`src/rtl/ea_pkg.sv`:
```
package ea_pkg;
  typedef enum logic [3:0] {
    M_IMM  = 4'd0,
    M_DIR  = 4'd1,
    M_IND  = 4'd2,
    M_REG  = 4'd3,
    M_RIND = 4'd4,
    M_DISP = 4'd5,
    M_REL  = 4'd6,
    M_PRE  = 4'd7,
    M_POST = 4'd8,
    M_STK  = 4'd9
  } mode_e;

  typedef enum logic [1:0] {
    S_IDLE = 2'd0,
    S_WAIT = 2'd1,
    S_CAP  = 2'd2
  } state_e;
endpackage

```
`src/rtl/ea_wrap_add.sv`:
```
module ea_wrap_add #(
  parameter int W = 16
) (
  input  logic [W-1:0] a,
  input  logic [W-1:0] b,
  output logic [W-1:0] s
);
  // carry out is dropped: sums wrap modulo 2^W
  assign s = a + b;
endmodule

```
`src/rtl/ea_mode_decode.sv`:
```
module ea_mode_decode
  import ea_pkg::*;
#(
  parameter int W = 16
) (
  input  logic [3:0]   mode,
  input  logic [W-1:0] a,
  input  logic [W-1:0] r,
  input  logic [W-1:0] pc,
  input  logic [W-1:0] sp,
  output logic         legal,
  output logic [1:0]   nreads,
  output logic [W-1:0] first_addr,
  output logic [W-1:0] second_off,
  output logic [W-1:0] zero_op
);
  logic [W-1:0] base;
  logic [W-1:0] indexed;

  assign base = (mode == M_REL) ? pc : r;

  ea_wrap_add #(.W(W)) u_index_add (.a(a), .b(base), .s(indexed));

  assign legal      = (mode <= M_STK);
  assign second_off = (mode == M_POST) ? r : '0;
  assign zero_op    = (mode == M_IMM) ? a : r;

  always_comb begin
    nreads     = 2'd0;
    first_addr = a;
    case (mode)
      M_DIR:  begin nreads = 2'd1; first_addr = a;       end
      M_IND:  begin nreads = 2'd2; first_addr = a;       end
      M_RIND: begin nreads = 2'd1; first_addr = r;       end
      M_DISP: begin nreads = 2'd1; first_addr = indexed; end
      M_REL:  begin nreads = 2'd1; first_addr = indexed; end
      M_PRE:  begin nreads = 2'd2; first_addr = indexed; end
      M_POST: begin nreads = 2'd2; first_addr = a;       end
      M_STK:  begin nreads = 2'd1; first_addr = sp;      end
      default: begin nreads = 2'd0; first_addr = a;      end
    endcase
  end
endmodule

```
`src/rtl/ea_read_seq.sv`:
```
module ea_read_seq
  import ea_pkg::*;
#(
  parameter int W = 16
) (
  input  logic         clk,
  input  logic         rst,
  input  logic         start,
  input  logic         legal,
  input  logic [1:0]   nreads,
  input  logic [W-1:0] first_addr,
  input  logic [W-1:0] second_off,
  input  logic [W-1:0] zero_op,
  input  logic [W-1:0] a_in,
  input  logic [W-1:0] mem_rd_data,
  output logic         mem_rd_en,
  output logic [W-1:0] mem_addr,
  output logic         busy,
  output logic         done,
  output logic [W-1:0] ea_out,
  output logic [W-1:0] operand,
  output logic         illegal
);
  state_e       state;
  logic         two_q;
  logic         phase;
  logic [W-1:0] off_q;
  logic [W-1:0] next_addr;

  ea_wrap_add #(.W(W)) u_post_add (.a(mem_rd_data), .b(off_q), .s(next_addr));

  assign busy = (state != S_IDLE);

  always_ff @(posedge clk) begin
    if (rst) begin
      state     <= S_IDLE;
      mem_rd_en <= 1'b0;
      mem_addr  <= '0;
      done      <= 1'b0;
      ea_out    <= '0;
      operand   <= '0;
      illegal   <= 1'b0;
      two_q     <= 1'b0;
      phase     <= 1'b0;
      off_q     <= '0;
    end else begin
      mem_rd_en <= 1'b0;
      done      <= 1'b0;
      case (state)
        S_IDLE: begin
          if (start) begin
            if (!legal) begin
              done    <= 1'b1;
              illegal <= 1'b1;
              ea_out  <= '0;
              operand <= '0;
            end else if (nreads == 2'd0) begin
              done    <= 1'b1;
              illegal <= 1'b0;
              ea_out  <= a_in;
              operand <= zero_op;
            end else begin
              mem_rd_en <= 1'b1;
              mem_addr  <= first_addr;
              two_q     <= (nreads == 2'd2);
              off_q     <= second_off;
              phase     <= 1'b0;
              state     <= S_WAIT;
            end
          end
        end
        S_WAIT: state <= S_CAP;
        S_CAP: begin
          if (two_q && !phase) begin
            mem_rd_en <= 1'b1;
            mem_addr  <= next_addr;
            phase     <= 1'b1;
            state     <= S_WAIT;
          end else begin
            done    <= 1'b1;
            illegal <= 1'b0;
            ea_out  <= mem_addr;
            operand <= mem_rd_data;
            state   <= S_IDLE;
          end
        end
        default: state <= S_IDLE;
      endcase
    end
  end

  // a request lasts one cycle and the unit stays busy behind it
  assert_read_pulse_R11: assert property (@(posedge clk) disable iff (rst)
    mem_rd_en |=> !mem_rd_en && busy);

  // done never coincides with an outstanding request
  assert_done_no_read_R11: assert property (@(posedge clk) disable iff (rst)
    done |-> !mem_rd_en && !busy);

  // undefined modes finish at once without touching memory
  assert_illegal_noread_R10: assert property (@(posedge clk) disable iff (rst)
    (start && !busy && !legal) |=> done && illegal && !mem_rd_en);

  // a start while busy never launches a fresh first read
  assert_busy_ignores_R12: assert property (@(posedge clk) disable iff (rst)
    (busy && start && state == S_WAIT) |=> !mem_rd_en);
endmodule

```
`src/rtl/ea_unit.sv`:
```
module ea_unit
  import ea_pkg::*;
#(
  parameter int W = 16
) (
  input  logic         clk,
  input  logic         rst,
  input  logic         start,
  input  logic [3:0]   mode,
  input  logic [W-1:0] addr_field,
  input  logic [W-1:0] reg_val,
  input  logic [W-1:0] pc,
  input  logic [W-1:0] sp,
  output logic         mem_rd_en,
  output logic [W-1:0] mem_addr,
  input  logic [W-1:0] mem_rd_data,
  output logic         busy,
  output logic         done,
  output logic [W-1:0] ea_out,
  output logic [W-1:0] operand,
  output logic         illegal
);
  logic         legal;
  logic [1:0]   nreads;
  logic [W-1:0] first_addr;
  logic [W-1:0] second_off;
  logic [W-1:0] zero_op;

  ea_mode_decode #(.W(W)) u_decode (
    .mode(mode), .a(addr_field), .r(reg_val), .pc(pc), .sp(sp),
    .legal(legal), .nreads(nreads), .first_addr(first_addr),
    .second_off(second_off), .zero_op(zero_op)
  );

  ea_read_seq #(.W(W)) u_seq (
    .clk(clk), .rst(rst), .start(start), .legal(legal), .nreads(nreads),
    .first_addr(first_addr), .second_off(second_off), .zero_op(zero_op),
    .a_in(addr_field), .mem_rd_data(mem_rd_data), .mem_rd_en(mem_rd_en),
    .mem_addr(mem_addr), .busy(busy), .done(done), .ea_out(ea_out),
    .operand(operand), .illegal(illegal)
  );

  // immediate resolves next cycle to the address field, no read
  assert_imm_R2: assert property (@(posedge clk) disable iff (rst)
    (start && !busy && mode == M_IMM) |=>
      done && !mem_rd_en && operand == $past(addr_field) && ea_out == $past(addr_field));

  // register mode resolves next cycle to the register value, no read
  assert_reg_R3: assert property (@(posedge clk) disable iff (rst)
    (start && !busy && mode == M_REG) |=>
      done && !mem_rd_en && operand == $past(reg_val));
endmodule

```
`config.mk`:
```
export PLATFORM = sky130hd
export DESIGN_NAME = ea_unit
export DESIGN_NICKNAME = d
export VERILOG_FILES = /design/src/rtl/ea_pkg.sv /design/src/rtl/ea_wrap_add.sv /design/src/rtl/ea_mode_decode.sv /design/src/rtl/ea_read_seq.sv /design/src/rtl/ea_unit.sv
export SDC_FILE = /design/constraint.sdc
export NUM_CORES = 1
export LEC_CHECK = 0
export ABC_CLOCK_PERIOD_IN_PS = 3900
export BUFFER_PORTS_ARGS = -buffer_cell sky130_fd_sc_hd__clkbuf_2
export CAP_MARGIN = 20
export CORE_ASPECT_RATIO = 0.75
export CORE_MARGIN = 5
export CORE_UTILIZATION = 50
export DETAILED_ROUTE_END_ITERATION = 8
export PLACE_DENSITY = 0.74
export SYNTH_ARGS = -nofsm -noshare
export SYNTH_HDL_FRONTEND = slang
export SYNTH_HIERARCHICAL = 1
export SYNTH_SLANG_ARGS = --single-unit
```
`constraint.sdc`:
```
create_clock -name clk -period 3.9 [get_ports clk]
set_input_delay 0.39 -clock clk [delete_from_list [all_inputs] [get_ports clk]]
set_output_delay 0.39 -clock clk [all_outputs]
set_load 0.03 [all_outputs]
```
# Word-level counts from Yosys, hierarchy flattened
# Cells that the tools add are included.
# Widths: inputs -> output; s select.
# totals
regBits	71
in_bits	87
out_inout_bits	52
wordCells	90
# classes
n_addsub	2
order_cmp	1
eq_ne	17
mux	45
n_bitwise	1
reduce_logical	14
# ops
cell	n
$mux 16	15
$pmux 16 s2	3
$pmux 16 s3	1
$add 16x16->16	2
$mux 1	17
$eq 4x3->1 const B	4
$eq 4x4->1 const B	2
$pmux 1 s2	4
$reduce_and 4->1	2
$mux 2	3
$ne 2x2->1 const B	3
$pmux 2 s3	1
$reduce_or 3->1	2
$reduce_and 5->1	1
$reduce_or 5->1	1
$eq 2x2->1 const B	2
$eq 4x1->1 const B	1
$eq 4x2->1 const B	1
$le 4x4->1 const B	1
$logic_not 2->1	2
$logic_not 4->1	1
$ne 2x1->1 const B	2
$pmux 2 s2	1
$reduce_bool 2->1	2
other kinds (6)	6

# Depth between registers and ports, before layout
# Gate-level depths: netlist of the first run.
# logic_depth
word_depth	8
mapped_depth	17
ltp_nobuf	15

# Hierarchy
# The synthesis of the first run kept the hierarchy.
# modules_own_cells
module	instances	cells_per_inst	area_each_um2
ea_read_seq	1	357	3075.4
ea_mode_decode	1	178	1331.3
ea_wrap_add (u_seq.u_post_add)	1	104	809.5
ea_wrap_add (u_decode.u_index_add)	1	104	805.8

# Worst setup path before layout of the first run
# Ideal clock, no wire load.
# synth_path
path_kind	input to register
from	input port mode[3]
to	register u_seq.mem_addr[12]
setup_ns	0.143
t_arrival_ns	3.483
required_time_ns	3.757
path_slack_ns	0.274
cell_stages	16
path_cell_list	buf_2 or3b_1 nor2_4 mux2_2 ha_1 fa_1 a21o_1 a31oi_1 o21ba_2 o21ai_1 xor2_1 o21a_1 o21ai_0 o211ai_1 mux2i_1 a211oi_2
# synth_via
elab_chain_len	8
word_cells_on_any_way	24
# synth_lines
element	line	rtl
start: declaration	ea_unit.sv:9	input logic [3:0] mode,
$eq 4x3->1	ea_mode_decode.sv:20	assign base = (mode == M_REL) ? pc : r;
$mux 16	ea_mode_decode.sv:20	
named net u_decode.base[0]	ea_mode_decode.sv:17	logic [W-1:0] base;
$add 16x16->16	ea_wrap_add.sv:9	assign s = a + b;
named net u_decode.indexed[12]	ea_mode_decode.sv:18	logic [W-1:0] indexed;
$pmux 16 s3	ea_mode_decode.sv:31	case (mode)
named net first_addr[12]	ea_unit.sv:25	logic [W-1:0] first_addr;
$mux 16	ea_read_seq.sv:57	end else if (nreads == 2'd0) begin
$mux 16	ea_read_seq.sv:52	if (!legal) begin
$mux 16	ea_read_seq.sv:51	if (start) begin
$pmux 16 s2	ea_read_seq.sv:49	case (state)
end signal: assignment	ea_read_seq.sv:64	mem_addr <= first_addr;
end signal: assignment	ea_read_seq.sv:76	mem_addr <= next_addr;
end: declaration	ea_read_seq.sv:17	output logic [W-1:0] mem_addr,
# The timed path passes the listed nets, and every way through them passes these cells. The select of a mux whose other input is x is not followed.
# A chain may end at the register's enable or synchronous reset.

# Worst setup path in the final report of the first run
# layout_path
from	input port mode[3]
to	register u_seq.mem_addr[10]
# Same word-level chain as after synthesis.

==> results of run 1 <==
[routing by layer]
metal | global-route usage | up-vias | wire (um)
li1 | - | 2928 | -
met1 | 0.390 | 2886 | 8900
met2 | 0.392 | 320 | 8590
met3 | 0.0663 | 42 | 2160
met4 | 0.0813 | 0 | 486
met5 | 0 | - | 0
[sequential cells by signal, summed over array words and instances, names as in the netlist]
name and cells:
u_seq/mem_addr 16, u_seq/mem_rd_en 1, u_seq/phase 1, u_seq/ea_out 16, u_seq/state 2, u_seq/two_q 1
u_seq/done 1, u_seq/off_q 16, u_seq/operand 16, u_seq/illegal 1
[kinds of logic after synthesis]
family,after synthesis,synth area share
compound gates,214,0.254
buf+inv,71,0.0592
mux,68,0.120
xor+xnor,27,0.0393
simple gates,260,0.223
flops,71,0.236
fa+ha+maj,32,0.0690
[layout make-up]
class	count	share of cell area
clock buffer	10	0.0341
tap	162	0.0289
sequential	71	0.203
inverter	3	0.00161
antenna	1	0.000357
clock inverter	6	0.00625
multi-input combinational	601	0.608
timing repair buffer	154	0.118
[worst max path at each step]
stage	end	cells past startpoint	slack, ps	startpoint
final	u_seq/mem_addr[10]$_SDFFE_PP0P_	16	390	mode[3]
after global routing	u_seq/mem_addr[15]$_SDFFE_PP0P_	16	210	mode[3]
after CTS	u_seq/mem_addr[10]$_SDFFE_PP0P_	16	420	mode[3]
after detailed placement	u_seq/mem_addr[12]$_SDFFE_PP0P_	16	90	mode[3]
after global placement	u_seq/mem_addr[12]$_SDFFE_PP0P_	16	150	mode[3]
after floorplan	u_seq/mem_addr[12]$_SDFFE_PP0P_	16	270	mode[3]
[through the flow]
stage	area [um^2]	hold slack [ps]	total power, mW	util
finish	7000	313	2.43	0.599
global route	7000	315	2.53	0.599
CTS	6990	310	2.42	0.598
detailed placement	6710	453	1.65	0.574
global placement	6710	449	1.64	0.574
floorplan	6020	440	1.40	-
[power breakdown]
part / switching, mW / internal, mW
clock: 0.328 / 0.450
combinational: 0.526 / 0.299
sequential: 0.0414 / 0.784
total: 0.895 / 1.53
[tightest hold or removal path: stages]
cell and delay (ps):
clkbuf_2 90, nand2_1 50, a311oi_1 70
[cell usage in the layout, fill, tap and decap left out, types with 4 or more instances in the layout]
| cell | netlist | final |
|---|---|---|
| dfxtp_1 | 71 | 71 |
| nand2_1 | 100 | 100 |
| o211ai_1 | 17 | 17 |
| a211oi_2 | 12 | 12 |
| nor3_2 | 8 | 8 |
| ha_1 | 30 | 30 |
| a211oi_1 | 8 | 8 |
| o21a_1 | 17 | 17 |
| o211ai_2 | 4 | 4 |
| o21ai_1 | 8 | 8 |
| nand4_1 | 4 | 4 |
| nor2_1 | 44 | 44 |
| xor2_1 | 13 | 13 |
| clkbuf_16 | 0 | 9 |
| o21ai_0 | 21 | 20 |
| mux2i_1 | 36 | 36 |
| mux2_1 | 10 | 10 |
| nor3b_1 | 16 | 16 |
| a21oi_1 | 61 | 61 |
| clkbuf_2 | 0 | 138 |
| nand3_1 | 44 | 44 |
| buf_4 | 9 | 14 |
| and2_1 | 17 | 17 |
| a21o_1 | 11 | 11 |
| a31oi_1 | 4 | 4 |
| a311oi_1 | 32 | 32 |
| mux2_2 | 22 | 22 |
| xnor2_1 | 14 | 14 |
==> implementation parameters, run 1 <==
Parameter                              Value

Timing
  Final slew viol count    0
  Post-route fraction of the period consumed by the critical path    0.900
  Layout Skew    about 5.6 ps
  Worst rel slew slack    0.257
  Peak Freq    between 0.2 and 0.3 GHz
  Worst slew pin tran    1110 ps
  Setup TNS Final    0 ps
  Unrepaired setup endpoints after global routing    no
  Final count of negative-setup-slack endpoints    0
  Time the final worst path needs with I/O delays and setup    3510 ps
  Number of hold violations in the final report    0
  Final critical-path setup slack    391 ps

Layout
  Synthesis-to-layout area growth    16.3%
  Fin cells    between 1000 and 1500
  Flip-flop and latch area    roughly 1400 um^2
  Total number of nets in the final design    around 960
  Number of inserted filler cells in the final layout    ~1100
  Multi-input logic area    between 4000 and 5000 um^2
  Layout cell share with drive strength beyond 1    0.276

Clocking
  Insertion delay to the later sink of the worst-skew pair    340 ps
  Bufs on Longest Clock Path    2
  Count of buffers added by post-CTS timing repair for setup    0
  TritonCTS clock tree    yes
  Clock Tree Root    clkbuf_16
  CTS Hold Buffers Added    0
  Reg clk slew, reported paths    about 60 ps
  Post-cts resize count    0
  CTS H-tree lvls    3
  Sinks on the clock net    71
  Number of buffers created by CTS    9

Synth
  Average cell area after synthesis    8.11 um^2
  Cells after synthesis    743
  Cell Area, Synth    6020 um^2
  Most area-hungry cell type in the Yosys netlist    dfxtp_1
  Synth warnings    6
  Async set or reset register ratio after synthesis    0
  Most common flop cell mapped by yosys    dfxtp_1
  Synthesized net count    862
  List of most frequent post-synthesis cells    nand2_1 (100), dfxtp_1 (71), a21oi_1 (61)
  Top-area cell type share of the netlist area    0.236
  Most frequently used cell type in the post-synthesis netlist    nand2_1
  Count of different cell masters after synthesis    63
  Seq cells post-synth    just over 70
  EDFF count, synth    0
  Sequential element share of the synthesized area    0.236
  Cell types occupying the most area after synthesis    dfxtp_1 (24%), ha_1 (6.2%), nand2_1 (6.2%)

GRT
  Residual overflow from global routing    0
  Global-route wire length before repair    30600 um
  Via count of the first global-routing pass    5626
  Total global routing track utilization    0.269
  Maximum number of pins on one net before global-route repair    39
  Antenna violations before repair    0

Critical path
  Slowest stage cell on the critical path    or3b_1
  Slowest Stage Delay on Critical Path    between 400 and 500 ps
  Worst setup EP type    flip-flop
  Data required time of the critical path    between 4000 and 5000 ps
  Bufs and invs on worst path    1
  Sequence of cells on the critical path    clkbuf_2, or3b_1, nor2_4, mux2_2, ha_1, fa_1, a21o_1, a31oi_1, o21ba_2, o21ai_1, xor2_1, o21a_1, o21ai_0, o211ai_1, mux2i_1, a211oi_2
  Maximum fanout along the worst path    3
  Cell family with most CP delay    compound AO/OA/AOI/OAI gates
  Startpoint kind of the worst setup timing path    input port
  Data arrival at the endpoint of the critical path    between 3000 and 4000 ps
  Critical path type    input port to flip-flop
  Reg2reg end    u_seq/mem_addr[12]$_SDFFE_PP0P_
  Number of cells on the worst reg-to-reg path    9
  Flop-to-flop setup slack    roughly 1500 ps
  Beginning of the worst register-to-register path    u_seq/off_q[0]$_SDFFE_PP0P_

Pwr
  Leakage power total    2.91 nW
  Power density relative to cell area    347 nW/um^2
  Largest vdd supply drop    approximately 0.00024 V

Min path
  Cell depth of the worst hold path    3
  End of the worst hold path    u_seq/operand[9]$_SDFFE_PP0P_
  Hold WC Path Type    input port to flip-flop
  Hold wc startpoint    mem_rd_data[9]

Placed design
  Setup slack at placement    ~85 ps
  Total placed cells including tap cells    990
  Placer congestion estimate    0.961
  Port buffer count    approximately 140
  Final HPWL DP    ~15000 um

Floorplan
  Effective utilization at floorplan    0.515
  Core ar.    11700 um^2
  Die footprint    14400 um^2
  Total number of placement rows    34
  Die boundary width    around 140 um
  Die outline height    about 110 um
  Number of I/O pins    139

Detailed routing
  First-iteration detailed-routing DRC count    just over 500
  Length of the first detailed-routing pass in iterations    6
  Total vias in the final route    ~6200
  Via-per-instance ratio    between 6 and 7
  Routed len/inst    around 20 um
  Remaining number of nets flagged by the antenna check after routing    0
  DRC violation count after routing    0
  Total detailed-routing wirelength    a little over 20000 um

Status
  Result of the run    complete, no violations

Flow run
  Max-cap viol count    0
No activity file was read; power rests on OpenSTA's default activity.
==> run 2, diff against run 1 <==
--- a/config.mk
+++ b/config.mk
@@ -13,6 +13,7 @@
 export CORE_UTILIZATION = 50
 export DETAILED_ROUTE_END_ITERATION = 8
 export PLACE_DENSITY = 0.74
+export RECOVER_POWER = 100
 export SYNTH_ARGS = -nofsm -noshare
 export SYNTH_HDL_FRONTEND = slang
 export SYNTH_HIERARCHICAL = 1
==> implementation parameters, run 2 (synthesis gave the netlist of run 1 again) <==
Parameter                              Value

Timing
  Number of hold violations in the final report    0
  Setup TNS Final    0 ps
  Time the final worst path needs with I/O delays and setup    3620 ps
  Final slew viol count    between 70 and 80
  Unrepaired setup endpoints after global routing    no
  Layout Skew    between 6 and 7 ps
  Post-route fraction of the period consumed by the critical path    0.928
  Peak Freq    0.276 GHz
  Final count of negative-setup-slack endpoints    0
  Worst rel slew slack    -0.159
  Worst slew pin tran    1740 ps

Clocking
  Number of buffers created by CTS    9
  Bufs on Longest Clock Path    2
  Insertion delay to the later sink of the worst-skew pair    340 ps
  Sinks on the clock net    between 70 and 80
  CTS H-tree lvls    3
  TritonCTS clock tree    yes
  Post-cts resize count    0
  CTS Hold Buffers Added    0
  Reg clk slew, reported paths    about 60 ps
  Count of buffers added by post-CTS timing repair for setup    0
  Clock Tree Root    clkbuf_16

Min path
  Hold wc startpoint    mem_rd_data[9]
  End of the worst hold path    u_seq/operand[9]$_SDFFE_PP0P_
  Hold WC Path Type    input port to flip-flop
  Cell depth of the worst hold path    3

Floorplan
  Number of I/O pins    ~140
  Core ar.    ~12000 um^2
  Die footprint    ~14000 um^2
  Effective utilization at floorplan    0.515
  Die outline height    between 100 and 150 um
  Total number of placement rows    34
  Die boundary width    around 140 um

Pwr
  Leakage power total    2.71 nW
  Combinational Power Share    0.334
  Power density relative to cell area    between 300 and 400 nW/um^2
  Clock network fraction of total power    0.323
  Switching pwr    892 uW
  Net switching fraction of the power    0.371
  Int Power    between 1.5 and 2 mW
  Largest vdd supply drop    about 0.00024 V
  Sequential fraction of design power    0.343

Layout
  Number of inserted filler cells in the final layout    between 1000 and 1500
  Synthesis-to-layout area growth    14.7%
  Count of antenna diodes in the layout    0
  Layout cell share with drive strength beyond 1    0.204
  Most common cell after layout, fill and taps aside    nand2_1
  Final design utilization    0.590
  Commonest cells after routing, fill and taps aside    nand2_1 (100), clkbuf_2 (84), dfxtp_1 (71)
  Total number of nets in the final design    about 960

Detailed routing
  Total vias in the final route    roughly 6200
  Length of the first detailed-routing pass in iterations    5
  Total detailed-routing wirelength    between 20000 and 25000 um
  First-iteration detailed-routing DRC count    around 540
  Routed len/inst    about 20 um
  Remaining number of nets flagged by the antenna check after routing    0
  Via-per-instance ratio    between 6 and 7
  DRC violation count after routing    0

GRT
  Via count of the first global-routing pass    around 5600
  Global-route wire length before repair    slightly above 30000 um
  Antenna violations before repair    0
  Total global routing track utilization    0.269
  Residual overflow from global routing    0
  Maximum number of pins on one net before global-route repair    39

Critical path
  Maximum fanout along the worst path    3
  Worst setup EP type    flip-flop
  Data arrival at the endpoint of the critical path    3770 ps
  Startpoint kind of the worst setup timing path    input port
  Reg2reg end    u_seq/mem_addr[1]$_SDFFE_PP0P_
  Number of cells on the worst reg-to-reg path    4
  Critical path type    input port to flip-flop
  Beginning of the worst register-to-register path    u_seq/state[1]$_SDFFE_PP0P_
  Data required time of the critical path    a little over 4000 ps
  Flop-to-flop setup slack    1130 ps

Placed design
  Port buffer count    around 140
  Placer congestion estimate    about 0.96
  Final HPWL DP    about 15000 um

Status
  Result of the run    finished, violations left
  Failing checks    max-capacitance violations, max-slew violations

Flow run
  Max-cap viol count    2
## run 2: how the worst max path moves through the flow
stage / slack (ps) / endpoint / start
final: 280 / u_seq/mem_addr[10]$_SDFFE_PP0P_ / mode[3]
after global routing: 120 / u_seq/mem_addr[12]$_SDFFE_PP0P_ / mode[3]
after CTS: 420 / u_seq/mem_addr[10]$_SDFFE_PP0P_ / mode[3]
after detailed placement: 90 / u_seq/mem_addr[12]$_SDFFE_PP0P_ / mode[3]
after global placement: 150 / u_seq/mem_addr[12]$_SDFFE_PP0P_ / mode[3]
after floorplan: 270 / u_seq/mem_addr[12]$_SDFFE_PP0P_ / mode[3]
## run 2: critical path: stages
cell	delay, ps
clkbuf_2	80
or3b_1	430
nor2_4	150
mux2_2	360
ha_1	230
fa_1	410
a21o_1	220
a31oi_1	330
o21ba_1	250
o21ai_0	110
xor2_1	160
o21a_1	110
o21ai_0	150
o211ai_1	110
mux2i_1	190
a211oi_2	90
## run 2: layer usage
layer  GRT usage  share of wire  vias to the layer above
met3      0.0663           0.11                       41
met4      0.0813          0.024                        0
met2       0.392           0.43                      311
met5           0              0                        -
met1       0.390           0.44                     2913
li1            -              -                     2928
## run 2: power by group through the flow
stage / clock (mW) / combinational, mW / sequential, mW
final: 0.777 / 0.805 / 0.825
after global routing: 0.819 / 0.865 / 0.832
after CTS: 0.783 / 0.812 / 0.824
after detailed placement: 0 / 0.807 / 0.839
after global placement: 0 / 0.798 / 0.837
after floorplan: 0 / 0.467 / 0.938
## run 2: stage by stage
step | power (mW) | worst slack, ps | area (um^2) | std cells | hold WS (ps)
CTS | 2.42 | 424 | 6990 | 1006 | 310
floorplan | 1.40 | 274 | 6020 | 743 | 440
detailed placement | 1.65 | 85.3 | 6710 | 990 | 453
global placement | 1.64 | 151 | 6710 | 990 | 449
global route | 2.52 | 121 | 6910 | 1007 | 315
finish | 2.41 | 282 | 6910 | 1007 | 312
## run 2: layout make-up
| type | instances | area, um^2 | share of cell area |
|---|---|---|---|
| multi-input combinational | 601 | 4240 | 0.614 |
| timing repair buffer | 154 | 748 | 0.108 |
| clock buffer | 10 | 239 | 0.0346 |
| inverter | 3 | 11.3 | 0.00163 |
| sequential | 71 | 1420 | 0.206 |
| clock inverter | 6 | 43.8 | 0.00634 |
| tap | 162 | 203 | 0.0293 |
